File: src/rtl/i2cs_pkg.sv
// Shared types for the two-wire register slave.
// Assumes 8-bit bus bytes and a 7-bit device address.
package i2cs_pkg;
    localparam int BYTE_W = 8;
    localparam int DEV_W  = 7;

    typedef enum logic [2:0] {
        ST_IDLE,   // bus free or not yet addressed
        ST_ADDR,   // shifting in the address byte
        ST_AACK,   // acknowledging the address
        ST_WR,     // shifting in a data byte
        ST_WACK,   // acknowledging a data byte
        ST_RD,     // shifting out a data byte
        ST_RACK,   // waiting for the master's acknowledge
        ST_IGN     // not addressed or read ended: silent
    } slv_state_t;
endpackage

File: src/rtl/i2cs_sync.sv
// Brings SCL and SDA into the clock domain and derives the bus events.
// Assumes both lines idle high; reset values match the idle bus so no
// false START or STOP is seen when reset is released.
module i2cs_sync #(
    parameter int STAGES = 2
) (
    input  logic clk,
    input  logic rst_n,
    input  logic scl_i,
    input  logic sda_i,
    output logic scl_s,
    output logic sda_s,
    output logic scl_rise,
    output logic scl_fall,
    output logic start_det,
    output logic stop_det
);
    logic [1:0] pad_in;
    logic [1:0] synced;
    logic [1:0] prev;

    assign pad_in = {sda_i, scl_i};

    for (genvar g = 0; g < 2; g++) begin : g_line
        logic [STAGES-1:0] chain;
        // Shift the pad value through the synchronizer stages.
        always_ff @(posedge clk) begin
            if (!rst_n) chain <= '1;
            else        chain <= {chain[STAGES-2:0], pad_in[g]};
        end
        assign synced[g] = chain[STAGES-1];
    end

    // Keep last cycle's synchronized levels for edge detection.
    always_ff @(posedge clk) begin
        if (!rst_n) prev <= 2'b11;
        else        prev <= synced;
    end

    assign scl_s     = synced[0];
    assign sda_s     = synced[1];
    assign scl_rise  = synced[0] & ~prev[0];
    assign scl_fall  = ~synced[0] & prev[0];
    assign start_det = synced[0] & prev[0] & prev[1] & ~synced[1];
    assign stop_det  = synced[0] & prev[0] & ~prev[1] & synced[1];
endmodule

File: src/rtl/i2cs_ptr.sv
// Sub-address pointer: clear, load, or advance by one with wrap.
// Assumes the controller never requests two actions in one cycle.
module i2cs_ptr
    import i2cs_pkg::*;
(
    input  logic              clk,
    input  logic              rst_n,
    input  logic              clr_i,
    input  logic              load_i,
    input  logic [BYTE_W-1:0] load_val_i,
    input  logic              inc_i,
    input  logic              we_i,
    output logic [BYTE_W-1:0] ptr_o
);
    logic [BYTE_W-1:0] ptr_q;

    // Update the pointer according to the controller's request.
    always_ff @(posedge clk) begin
        if (!rst_n)             ptr_q <= '0;
        else if (clr_i)         ptr_q <= '0;
        else if (load_i)        ptr_q <= load_val_i;
        else if (inc_i || we_i) ptr_q <= ptr_q + 1'b1;
    end

    assign ptr_o = ptr_q;

    // an advance moves the pointer by exactly one, modulo 256.
    p_step_wrap_r5: assert property (@(posedge clk) disable iff (!rst_n)
        (we_i || inc_i) |=> (ptr_q == $past(ptr_q) + 1'b1));
endmodule

File: src/rtl/i2cs_fsm.sv
// Transfer controller: address match, byte shifting, acknowledge
// generation, register strobes and pointer requests.
// Assumes bus events from i2cs_sync; SDA drive changes only on SCL fall.
module i2cs_fsm
    import i2cs_pkg::*;
#(
    parameter int STRAP_W = 5
) (
    input  logic               clk,
    input  logic               rst_n,
    input  logic [STRAP_W-1:0] strap_i,
    input  logic               scl_rise,
    input  logic               scl_fall,
    input  logic               start_det,
    input  logic               stop_det,
    input  logic               sda_s,
    input  logic [BYTE_W-1:0]  rdata_i,
    output logic               sda_oe_o,
    output logic               we_o,
    output logic [BYTE_W-1:0]  wdata_o,
    output logic               ptr_clr_o,
    output logic               ptr_load_o,
    output logic [BYTE_W-1:0]  ptr_val_o,
    output logic               ptr_inc_o,
    output logic               matched_o
);
    localparam int PAD_W = DEV_W - STRAP_W;

    slv_state_t        state;
    logic [2:0]        bit_cnt;
    logic [BYTE_W-1:0] shreg;
    logic              byte_full;
    logic              rw_q;
    logic              matched;
    logic              read_seen;
    logic              need_ptr;
    logic              mack;
    logic [STRAP_W-1:0] dev_addr;
    logic              addr_hit;

    // Capture the strap pins while reset is held; the last value stays.
    always_ff @(posedge clk) begin
        if (!rst_n) dev_addr <= strap_i;
    end

    assign addr_hit = (shreg[BYTE_W-1:1] == {{PAD_W{1'b0}}, dev_addr});

    // Main sequencer of one bus transfer.
    always_ff @(posedge clk) begin
        if (!rst_n) begin
            state      <= ST_IDLE;
            bit_cnt    <= '0;
            shreg      <= '0;
            byte_full  <= 1'b0;
            rw_q       <= 1'b0;
            matched    <= 1'b0;
            read_seen  <= 1'b0;
            need_ptr   <= 1'b0;
            mack       <= 1'b0;
            sda_oe_o   <= 1'b0;
            we_o       <= 1'b0;
            wdata_o    <= '0;
            ptr_clr_o  <= 1'b0;
            ptr_load_o <= 1'b0;
            ptr_val_o  <= '0;
            ptr_inc_o  <= 1'b0;
        end else begin
            we_o       <= 1'b0;
            ptr_clr_o  <= 1'b0;
            ptr_load_o <= 1'b0;
            ptr_inc_o  <= 1'b0;
            if (start_det) begin
                state     <= ST_ADDR;
                bit_cnt   <= '0;
                byte_full <= 1'b0;
                sda_oe_o  <= 1'b0;
            end else if (stop_det) begin
                state     <= ST_IDLE;
                sda_oe_o  <= 1'b0;
                ptr_clr_o <= matched;
                matched   <= 1'b0;
                read_seen <= 1'b0;
            end else begin
                unique case (state)
                    ST_ADDR, ST_WR: begin
                        if (scl_rise) begin
                            shreg   <= {shreg[BYTE_W-2:0], sda_s};
                            bit_cnt <= bit_cnt + 1'b1;
                            if (bit_cnt == 3'd7) byte_full <= 1'b1;
                        end
                        if (scl_fall && byte_full) begin
                            byte_full <= 1'b0;
                            bit_cnt   <= '0;
                            if (state == ST_ADDR) begin
                                if (addr_hit) begin
                                    matched  <= 1'b1;
                                    rw_q     <= shreg[0];
                                    state    <= ST_AACK;
                                    sda_oe_o <= 1'b1;
                                end else begin
                                    state <= ST_IGN;
                                end
                            end else begin
                                state    <= ST_WACK;
                                sda_oe_o <= 1'b1;
                                if (need_ptr) begin
                                    ptr_load_o <= 1'b1;
                                    ptr_val_o  <= shreg;
                                    need_ptr   <= 1'b0;
                                end else begin
                                    we_o    <= 1'b1;
                                    wdata_o <= shreg;
                                end
                            end
                        end
                    end
                    ST_AACK: begin
                        if (scl_fall) begin
                            bit_cnt <= '0;
                            if (rw_q) begin
                                state     <= ST_RD;
                                shreg     <= rdata_i;
                                sda_oe_o  <= ~rdata_i[BYTE_W-1];
                                read_seen <= 1'b1;
                            end else begin
                                state    <= ST_WR;
                                sda_oe_o <= 1'b0;
                                need_ptr <= ~read_seen;
                            end
                        end
                    end
                    ST_WACK: begin
                        if (scl_fall) begin
                            state    <= ST_WR;
                            sda_oe_o <= 1'b0;
                        end
                    end
                    ST_RD: begin
                        if (scl_fall) begin
                            if (bit_cnt == 3'd7) begin
                                state     <= ST_RACK;
                                sda_oe_o  <= 1'b0;
                                ptr_inc_o <= 1'b1;
                                bit_cnt   <= '0;
                            end else begin
                                shreg    <= {shreg[BYTE_W-2:0], 1'b0};
                                sda_oe_o <= ~shreg[BYTE_W-2];
                                bit_cnt  <= bit_cnt + 1'b1;
                            end
                        end
                    end
                    ST_RACK: begin
                        if (scl_rise) mack <= ~sda_s;
                        if (scl_fall) begin
                            if (mack) begin
                                state    <= ST_RD;
                                shreg    <= rdata_i;
                                sda_oe_o <= ~rdata_i[BYTE_W-1];
                                bit_cnt  <= '0;
                            end else begin
                                state <= ST_IGN;
                            end
                        end
                    end
                    default: ;
                endcase
            end
        end
    end

    assign matched_o = matched;

    // while silent the slave neither drives SDA nor writes.
    p_ign_quiet_r2: assert property (@(posedge clk) disable iff (!rst_n)
        (state == ST_IGN) |-> (!sda_oe_o && !we_o));

    // SDA is held low for the whole address acknowledge.
    p_addr_ack_r3: assert property (@(posedge clk) disable iff (!rst_n)
        (state == ST_AACK) |-> sda_oe_o);

    // the write strobe lasts a single cycle.
    p_we_pulse_r5: assert property (@(posedge clk) disable iff (!rst_n)
        we_o |=> !we_o);

    // a pointer load never coincides with a register write.
    p_load_no_we_r4: assert property (@(posedge clk) disable iff (!rst_n)
        ptr_load_o |-> !we_o);
endmodule

File: src/rtl/i2c_regport_slave.sv
// Top of the two-wire register slave: synchronizer, controller and
// sub-address pointer. The register file is outside and reads
// combinationally at reg_addr.
module i2c_regport_slave
    import i2cs_pkg::*;
#(
    parameter int STRAP_W     = 5,
    parameter int SYNC_STAGES = 2
) (
    input  logic               clk,
    input  logic               rst_n,
    input  logic [STRAP_W-1:0] strap_addr,
    input  logic               scl_i,
    input  logic               sda_i,
    output logic               sda_oe,
    output logic [BYTE_W-1:0]  reg_addr,
    output logic [BYTE_W-1:0]  reg_wdata,
    output logic               reg_we,
    input  logic [BYTE_W-1:0]  reg_rdata
);
    logic scl_s, sda_s, scl_rise, scl_fall, start_det, stop_det;
    logic ptr_clr, ptr_load, ptr_inc, matched;
    logic [BYTE_W-1:0] ptr_val;

    i2cs_sync #(.STAGES(SYNC_STAGES)) u_sync (
        .clk       (clk),
        .rst_n     (rst_n),
        .scl_i     (scl_i),
        .sda_i     (sda_i),
        .scl_s     (scl_s),
        .sda_s     (sda_s),
        .scl_rise  (scl_rise),
        .scl_fall  (scl_fall),
        .start_det (start_det),
        .stop_det  (stop_det)
    );

    i2cs_fsm #(.STRAP_W(STRAP_W)) u_fsm (
        .clk        (clk),
        .rst_n      (rst_n),
        .strap_i    (strap_addr),
        .scl_rise   (scl_rise),
        .scl_fall   (scl_fall),
        .start_det  (start_det),
        .stop_det   (stop_det),
        .sda_s      (sda_s),
        .rdata_i    (reg_rdata),
        .sda_oe_o   (sda_oe),
        .we_o       (reg_we),
        .wdata_o    (reg_wdata),
        .ptr_clr_o  (ptr_clr),
        .ptr_load_o (ptr_load),
        .ptr_val_o  (ptr_val),
        .ptr_inc_o  (ptr_inc),
        .matched_o  (matched)
    );

    i2cs_ptr u_ptr (
        .clk        (clk),
        .rst_n      (rst_n),
        .clr_i      (ptr_clr),
        .load_i     (ptr_load),
        .load_val_i (ptr_val),
        .inc_i      (ptr_inc),
        .we_i       (reg_we),
        .ptr_o      (reg_addr)
    );

    // the SDA drive only changes after SCL was seen low.
    p_sda_scl_low_r11: assert property (@(posedge clk) disable iff (!rst_n)
        !$stable(sda_oe) |-> !$past(scl_s));

    // a STOP after a matched address empties the pointer.
    p_stop_clear_r10: assert property (@(posedge clk) disable iff (!rst_n)
        (stop_det && matched) |-> ##2 (reg_addr == '0));
endmodule

File: config.mk
export PLATFORM = sky130hd
export DESIGN_NAME = i2c_regport_slave
export DESIGN_NICKNAME = d
export VERILOG_FILES = /design/src/rtl/i2cs_pkg.sv /design/src/rtl/i2cs_sync.sv /design/src/rtl/i2cs_ptr.sv /design/src/rtl/i2cs_fsm.sv /design/src/rtl/i2c_regport_slave.sv
export SDC_FILE = /design/constraint.sdc
export NUM_CORES = 1
export LEC_CHECK = 0
export ABC_AREA = 0
export BUFFER_PORTS_ARGS = -buffer_cell sky130_fd_sc_hd__clkbuf_2
export CORE_MARGIN = 2
export CORE_UTILIZATION = 45
export DETAILED_ROUTE_END_ITERATION = 10
export GPL_TIMING_DRIVEN = 0
export PLACE_DENSITY = 0.68
export SETUP_SLACK_MARGIN = 0.05
export SYNTH_ARGS = -nofsm -noshare
export SYNTH_HDL_FRONTEND = slang
export SYNTH_SLANG_ARGS = --single-unit
File: constraint.sdc
create_clock -name clk -period 3.7 [get_ports clk]
set_input_delay 0.555 -clock clk [delete_from_list [all_inputs] [get_ports clk]]
set_output_delay 0.555 -clock clk [all_outputs]
set_load 0.1 [all_outputs]
==> flow_summary_export.csv, run 1 <==
group,metric,value,unit
floorplan,std_cell_rows,29,
placement,placed_area,3150,sq um
clock_tree,post_cts_buffers,0,
placement,gp_congestion,0.902,
clock_tree,clk_pin_slew,0.07,ns
cells_and_area,final_nets,377,
yosys,ys_warn_count,0,
setup_path,start_kind,"flop",
global_route,grt_pass1_vias,2275,
floorplan,core_area,6280,sq um
routing,drt_iter0_markers,105,
cells_and_area,antenna_cells,0,
yosys,yosysTopAreaCellShare,0.382,
routing,drc,0,
clock_tree,cts.repair.resized,0,
sta,post-route-min-period,1.86,ns
power_and_ir_drop,ir_worst_vdd,0.260,mV
clock_tree,insertion_delay,0.35,ns
sta,finalCritPeriodShare,0.502,
floorplan,dieHeight,84.0,um
power_and_ir_drop,p_sw,362,uW
yosys,ys_async_sr_fraction,0,
sta,skew,0.0105,ns
cells_and_area,finalInstanceArea,3340,sq um
clock_tree,clockBufferDepth,2,
setup_path,crit_type,"reg2reg",
clock_tree,cts-root-buf,"clkbuf_8",
setup_path,cpPeakStageDelay,0.46,ns
setup_path,crit_required,3.95,ns
job,maxCapViolations,0,
setup_path,path_max_fanout,5,
cells_and_area,n_fill_cell,565,
setup_path,cp-endpoint,"u_fsm.state[0]$_SDFFE_PN0P_",
sta,fmax,0.538,GHz
power_and_ir_drop,leakage,0.00132,uW
yosys,synth.most_common_cell,"dfxtp_1",
yosys,synth-edff-count,5,
global_route,grtUsageTotal,0.193,
clock_tree,cts_tree,"done",
routing,viasPerCell,5.35,
global_route,antenna_found_initial,0,
cells_and_area,fin_util,0.533,
yosys,synthFlopType,"dfxtp_1",
power_and_ir_drop,seq_power_share,0.493,
clock_tree,holdBufCountCts,0,
yosys,yosysTopAreaCell,"dfxtp_1",
setup_path,rrSetupSlack,1.84,ns
setup_path,rr_endpoint,"u_fsm.state[0]$_SDFFE_PN0P_",
routing,vias,2348,
setup_path,startpoint,"u_fsm.bit_cnt[0]$_SDFFE_PP0P_",
yosys,synth.distinct_cells,59,
setup_path,reg2reg_depth,6,
global_route,gr-total-overflow,0,
cells_and_area,drive_gt1_frac,0.218,
sta,grt_setup_unrepaired,"false",
routing,ant_nets,0,
sta,drv_slew,0,
yosys,synthTopCellsByCount,"55 x dfxtp_1, 39 x nor2_1, 34 x nand2_1, 24 x mux2i_1, 20 x a21oi_1",
yosys,synth_nets,332,
yosys,postSynthAreaPerCell,9.23,sq um
sta,fin_setup_tns,0,ns
power_and_ir_drop,p_sw_frac,0.260,
floorplan,dieWidth,84.0,um
sta,setup_violations,0,
routing,routed_wl,6380,um
routing,drt-wirelength-per-cell,14.5,um
run_status,outcome,"complete, no violations",
power_and_ir_drop,power.density,416,nW/um^2
setup_path,cp.arrival,2.11,ns
cells_and_area,syn_to_final_growth,16.2,%
routing,drt-pass1-iter-count,4,
power_and_ir_drop,p_int,1030,uW
sta,finalHoldViolCount,0,
yosys,synthCells,312,
placement,io_buffers,34,
setup_path,crit_slowest_cell,"a221oi_2",
power_and_ir_drop,pwr-share-comb,0.078,
yosys,netlist_top_cells_area,"dfxtp_1 38%, mux2i_1 8.3%, edfxtp_1 5.2%, nor2_1 5.1%, nand2_1 4.4%",
setup_path,r2r-start,"u_fsm.bit_cnt[0]$_SDFFE_PP0P_",
floorplan,floorplan.initialDensity,0.459,
clock_tree,cts-buffers-inserted,9,
clock_tree,htree_levels,3,
floorplan,io_pins,35,
global_route,grt_pass1_wl,10800,um
worst_hold_path,hold_path.class,"in2reg",
yosys,ys_seq_area_frac,0.435,
placement,dp_hpwl,4560,um
sta,tightest_slew,0.706,ns
global_route,grt_max_degree,15,
yosys,synth.cell_area,2880,sq um
power_and_ir_drop,power.share.clock,0.429,
setup_path,end_kind,"flop",
clock_tree,clock-sinks,60,
sta,relSlewSlack,0.529,
setup_path,cp_cell_sequence,"ha_1 > ha_1 > nor3b_1 > a221oi_2 > a311oi_1 > a311oi_1",
yosys,synth_seq_cells,60,
floorplan,dieArea,7050,sq um
==> registers in the layout (all words and copies together), names as in the netlist, 2 cells and up <==
signal / count
u_fsm.ptr_val_o: 8
u_fsm.shreg: 8
u_fsm.state: 3
u_fsm.wdata_o: 8
u_fsm.bit_cnt: 3
u_fsm.dev_addr: 5
u_sync.prev: 2
u_ptr.ptr_o: 8
u_sync.g_line.chain: 4
==> layer usage <==
| layer | wire length, um | share of wire | GRT usage | up-vias |
|---|---|---|---|---|
| met3 | 332 | 0.052 | 0.0425 | 16 |
| met1 | 3000 | 0.47 | 0.248 | 1072 |
| met2 | 2870 | 0.45 | 0.296 | 62 |
| met4 | 172 | 0.027 | 0.117 | 0 |
| li1 | - | - | - | 1198 |
| met5 | 0 | 0 | 0 | - |
==> cells by family (layout without fill, tap and decap cells) <==
group | count (synthesis) | count (layout) | share of synthesized area
mux | 24 | 24 | 0.0834
fa+ha+maj | 3 | 3 | 0.0130
xor+xnor | 13 | 13 | 0.0395
simple gates | 122 | 122 | 0.215
compound gates | 64 | 64 | 0.170
flops | 60 | 60 | 0.435
buf+inv | 26 | 76 | 0.0448
==> cell type report <==
cell class | count | area, sq um | share of cell area
clock inverters | 7 | 75.1 | 0.0224
flip-flops and latches | 60 | 1250 | 0.374
well taps | 77 | 96.3 | 0.0288
multi-input cells | 226 | 1500 | 0.448
plain buffers | 20 | 106 | 0.0318
clock buffers | 9 | 124 | 0.0370
repair buffers | 34 | 170 | 0.0509
inverters | 6 | 22.5 | 0.00673
==> critical path: cells and delay by family (launching register included) <==
family	cells	cell delay [ns]
AND/OR/NAND/NOR	1	0.10
flip-flops	1	0.35
adder cells (fa/ha/maj)	2	0.45
AO/OA/AOI/OAI	3	0.86
==> through the flow <==
stage / instances / total power, uW / worst slack [ns] / hold slack [ns]
floorplan: 312 / 776 / 1.58 / 0.386
global placement: 423 / 806 / 1.89 / 0.403
detailed placement: 423 / 809 / 1.90 / 0.407
CTS: 439 / 1400 / 1.84 / 0.372
global route: 439 / 1440 / 1.69 / 0.376
finish: 439 / 1390 / 1.84 / 0.380
==> power groups by stage <==
stage | combinational (uW) | sequential, uW | clock, uW
finish | 108 | 686 | 597
CTS | 108 | 686 | 610
detailed placement | 107 | 701 | 0
floorplan | 81.6 | 695 | 0
global route | 119 | 688 | 634
global placement | 105 | 701 | 0
==> layout by cell type (no fill, tap or decap), types with 2 or more instances in the layout <==
master / instances
a211oi_1: 3
a21oi_1: 20
a311oi_1: 2
a311oi_2: 7
a31oi_1: 5
and2_1: 3
buf_1: 3
buf_2: 3
buf_4: 3
buf_6: 2
clkbuf_1: 8
clkbuf_2: 35
clkbuf_8: 9
clkinv_4: 2
dfxtp_1: 55
edfxtp_1: 5
ha_1: 3
inv_1: 6
mux2i_1: 24
nand2_1: 34
nand2b_1: 10
nand3_1: 6
nand4_1: 3
nor2_1: 39
nor2b_1: 3
nor3_1: 6
nor3b_1: 2
o21ai_0: 10
or3b_1: 2
or4_1: 2
xnor2_1: 2
xor2_1: 11
==> worst min path at each step <==
| stage | slack (ns) | endpoint | start | cells after the start |
|---|---|---|---|---|
| floorplan | 0.39 | u_sync.g_line[0].chain[1]$_SDFF_PN1_ | u_sync.g_line[0].chain[0]$_SDFF_PN1_ | 1 |
| global placement | 0.40 | u_sync.g_line[0].chain[1]$_SDFF_PN1_ | u_sync.g_line[0].chain[0]$_SDFF_PN1_ | 1 |
| detailed placement | 0.41 | u_sync.g_line[0].chain[1]$_SDFF_PN1_ | u_sync.g_line[0].chain[0]$_SDFF_PN1_ | 1 |
| CTS | 0.37 | u_fsm.dev_addr[0]$_DFFE_PN_ | strap_addr[0] | 1 |
| global route | 0.38 | u_fsm.dev_addr[4]$_DFFE_PN_ | strap_addr[4] | 1 |
| finish | 0.38 | u_fsm.dev_addr[1]$_DFFE_PN_ | strap_addr[1] | 1 |
Power figures use the tool's default switching activity.
==> run 2, diff against run 1 <==
--- a/config.mk
+++ b/config.mk
@@ -5,13 +5,13 @@
 export SDC_FILE = /design/constraint.sdc
 export NUM_CORES = 1
 export LEC_CHECK = 0
-export ABC_AREA = 0
+export ABC_AREA = 1
 export BUFFER_PORTS_ARGS = -buffer_cell sky130_fd_sc_hd__clkbuf_2
 export CORE_MARGIN = 2
 export CORE_UTILIZATION = 45
 export DETAILED_ROUTE_END_ITERATION = 10
 export GPL_TIMING_DRIVEN = 0
-export PLACE_DENSITY = 0.68
+export PLACE_DENSITY = 0.71
 export SETUP_SLACK_MARGIN = 0.05
 export SYNTH_ARGS = -nofsm -noshare
 export SYNTH_HDL_FRONTEND = slang
==> constraint.sdc (replaced) <==
create_clock -name clk -period 1.6 [get_ports clk]
set_input_delay 0.24 -clock clk [delete_from_list [all_inputs] [get_ports clk]]
set_output_delay 0.24 -clock clk [all_outputs]
set_load 0.1 [all_outputs]
==> run 2 against run 1 <==
  * Core utilization up 6.3 points
  * Critical path type unchanged
  * Largest power group is now combinational cells
  * Sequential share of layout area down 3.7 points
  * Sequential cell count is the same
  * Global-route usage is 0.97 points higher
==> flow_summary_export.csv, run 2 <==
group,metric,value,unit
global_route,grt_pass1_wl,11700,um
placement,dp_hpwl,5030,um
sta,fmax,0.656,GHz
setup_path,cp.depth,10,
sta,tightest_slew,0.703,ns
setup_path,crit_slowest_cell,"dfxtp_2",
setup_path,crit_type,"reg2reg",
floorplan,std_cell_rows,29,
clock_tree,cts-buffers-inserted,9,
placement,placed_area,3230,sq um
sta,fin_setup_tns,0,ns
yosys,netlist_top_cells_area,"dfxtp_1 37%, nand2_1 11%, nor2_1 11%, o21ai_0 5.9%, edfxtp_1 5.1%",
clock_tree,cts_tree,"done",
clock_tree,htree_levels,3,
yosys,yosysTopAreaCell,"dfxtp_1",
sta,drv_slew,0,
sta,post-route-min-period,1.52,ns
routing,drt-pass1-iter-count,5,
setup_path,crit_required,1.83,ns
clock_tree,clk_pin_slew,0.07,ns
yosys,synth-edff-count,5,
yosys,ys_warn_count,0,
floorplan,dieWidth,85.0,um
setup_path,r2r-start,"u_fsm.bit_cnt[1]$_SDFFE_PP0P_",
power_and_ir_drop,ir_worst_vdd,1.02,mV
global_route,busiest_layer,"met2",
sta,skew,0.00577,ns
floorplan,core_area,6350,sq um
yosys,synth.distinct_cells,36,
setup_path,cpPeakStageDelay,0.33,ns
cells_and_area,multi_input_area,1620,sq um
clock_tree,insertion_delay,0.34,ns
clock_tree,cts-root-buf,"clkbuf_8",
sta,grt_setup_unrepaired,"true",
worst_hold_path,hold_path.class,"in2reg",
power_and_ir_drop,power.density,1640,nW/um^2
setup_path,rr_endpoint,"u_fsm.shreg[6]$_SDFFE_PN0P_",
placement,place_ws,-0.0813,ns
power_and_ir_drop,leakage,0.00170,uW
routing,ant_nets,0,
global_route,grt_max_degree,15,
clock_tree,clock-sinks,60,
yosys,synth.most_common_cell,"nand2_1",
cells_and_area,drive_gt1_frac,0.270,
floorplan,dieArea,7230,sq um
run_status,outcome,"complete, no violations",
setup_path,startpoint,"u_fsm.bit_cnt[1]$_SDFFE_PP0P_",
yosys,synth_seq_cells,60,
cells_and_area,finalInstanceArea,3780,sq um
yosys,ys_seq_area_frac,0.423,
global_route,antenna_found_initial,0,
floorplan,dieHeight,85.0,um
yosys,synth.cell_area,2960,sq um
cells_and_area,n_fill_cell,560,
cells_and_area,regArea,1270,sq um
setup_path,rrSetupSlack,0.08,ns
global_route,grt_pass1_vias,2604,
setup_path,cp_cell_sequence,"ha_4 > ha_4 > inv_2 > o21ai_2 > nor3_4 > buf_6 > buf_4 > nand3b_1 > nand2_1 > nor2_1",
routing,drt-wirelength-per-cell,13.2,um
global_route,gr-total-overflow,0,
global_route,use_met1,0.255,
setup_path,cp.arrival,1.76,ns
floorplan,floorplan.initialDensity,0.465,
sta,setup_violations,0,
setup_path,path_max_fanout,6,
cells_and_area,antenna_cells,0,
sta,finalHoldViolCount,0,
routing,drc,0,
routing,drt_iter0_markers,157,
yosys,synthTopCellsByCount,"86 x nand2_1, 85 x nor2_1, 55 x dfxtp_1, 37 x inv_1, 35 x o21ai_0",
yosys,ys_async_sr_fraction,0,
placement,gp_congestion,0.947,
setup_path,end_kind,"flop",
yosys,yosysTopAreaCellShare,0.373,
routing,viasPerCell,5.33,
setup_path,start_kind,"flop",
cells_and_area,final_nets,507,
global_route,met2_usage,0.325,
cells_and_area,fin_util,0.595,
setup_path,crit_family,"simple AND/OR/NAND/NOR gates",
setup_path,crit_top_cell,"ha_4",
yosys,synthCells,420,
clock_tree,clockBufferDepth,2,
routing,routed_wl,7530,um
sta,finalCritPeriodShare,0.953,
yosys,synthFlopType,"dfxtp_1",
clock_tree,holdBufCountCts,0,
sta,relSlewSlack,0.531,
global_route,groute.layer.met3.usage,0.0389,
placement,io_buffers,34,
cells_and_area,layout_common_cells,"82 x nor2_1, 82 x nand2_1, 41 x dfxtp_1",
floorplan,io_pins,35,
yosys,synth_nets,440,
global_route,grtUsageTotal,0.203,
job,maxCapViolations,0,
setup_path,crit_buf_inv,3,
setup_path,cp-endpoint,"u_fsm.shreg[6]$_SDFFE_PN0P_",
sta,setup_ws,0.0754,ns
cells_and_area,syn_to_final_growth,27.9,%
yosys,postSynthAreaPerCell,7.04,sq um
routing,vias,3030,
setup_path,reg2reg_depth,10,
-- run 2: cell type report --
type,count,area share
Buffer,10,0.0192
Clock buffer,10,0.0338
Clock inverter,6,0.0146
Inverter,43,0.0460
Multi-Input combinational cell,306,0.430
Sequential cell,60,0.337
Tap cell,77,0.0255
Timing Repair Buffer,57,0.0946
-- run 2: layer usage --
metal  part of all wire  vias up
met2               0.46      112
met1               0.44     1396
met3              0.061       25
li1                   -     1497
met5                  0        -
met4              0.030        0
-- run 2: what timing repair did --
action                                  CTS  global route
pin swaps                                 3            13
gates cloned                              1             1
endpoints found under the setup margin   33            36
buffers inserted                          6            15
gates resized for setup                  17            47
-- run 2: worst min-delay path by stage --
stage | slack (ns) | to | startpoint | cells after the start
after detailed placement | 0.40 | u_sync.g_line[1].chain[1]$_SDFF_PN1_ | u_sync.g_line[1].chain[0]$_SDFF_PN1_ | 1
after global routing | 0.06 | u_fsm.dev_addr[3]$_DFFE_PN_ | strap_addr[3] | 1
after floorplan | 0.34 | u_fsm.dev_addr[0]$_DFFE_PN_ | strap_addr[0] | 0
after global placement | 0.39 | u_sync.g_line[1].chain[1]$_SDFF_PN1_ | u_sync.g_line[1].chain[0]$_SDFF_PN1_ | 1
final | 0.07 | u_fsm.dev_addr[3]$_DFFE_PN_ | strap_addr[3] | 1
after CTS | 0.06 | u_fsm.dev_addr[3]$_DFFE_PN_ | strap_addr[3] | 1
-- run 2: stage by stage --
| stage | total power [uW] | hold slack (ns) | std cells |
|---|---|---|---|
| 6_report | 6210 | 0.0706 | 569 |
| 3_5_place_dp | 4150 | 0.398 | 531 |
| 5_1_grt | 6610 | 0.0592 | 569 |
| 3_3_place_gp | 4100 | 0.395 | 531 |
| 4_1_cts | 5580 | 0.0616 | 554 |
| 2_1_floorplan | 3680 | 0.339 | 420 |
-- run 2: logic make-up after synthesis --
group           count (synthesis)  synth area share
compound gates                 72             0.128
buf+inv                        54            0.0758
xor+xnor                        3           0.00889
flops                          60             0.423
simple gates                  228             0.351
fa+ha+maj                       3            0.0127
-- run 2: where the power goes --
part	leakage (uW)	internal [uW]	switching, uW
clock	0.0000911	703	586
sequential	0.000501	1740	271
combinational	0.00111	1230	1680
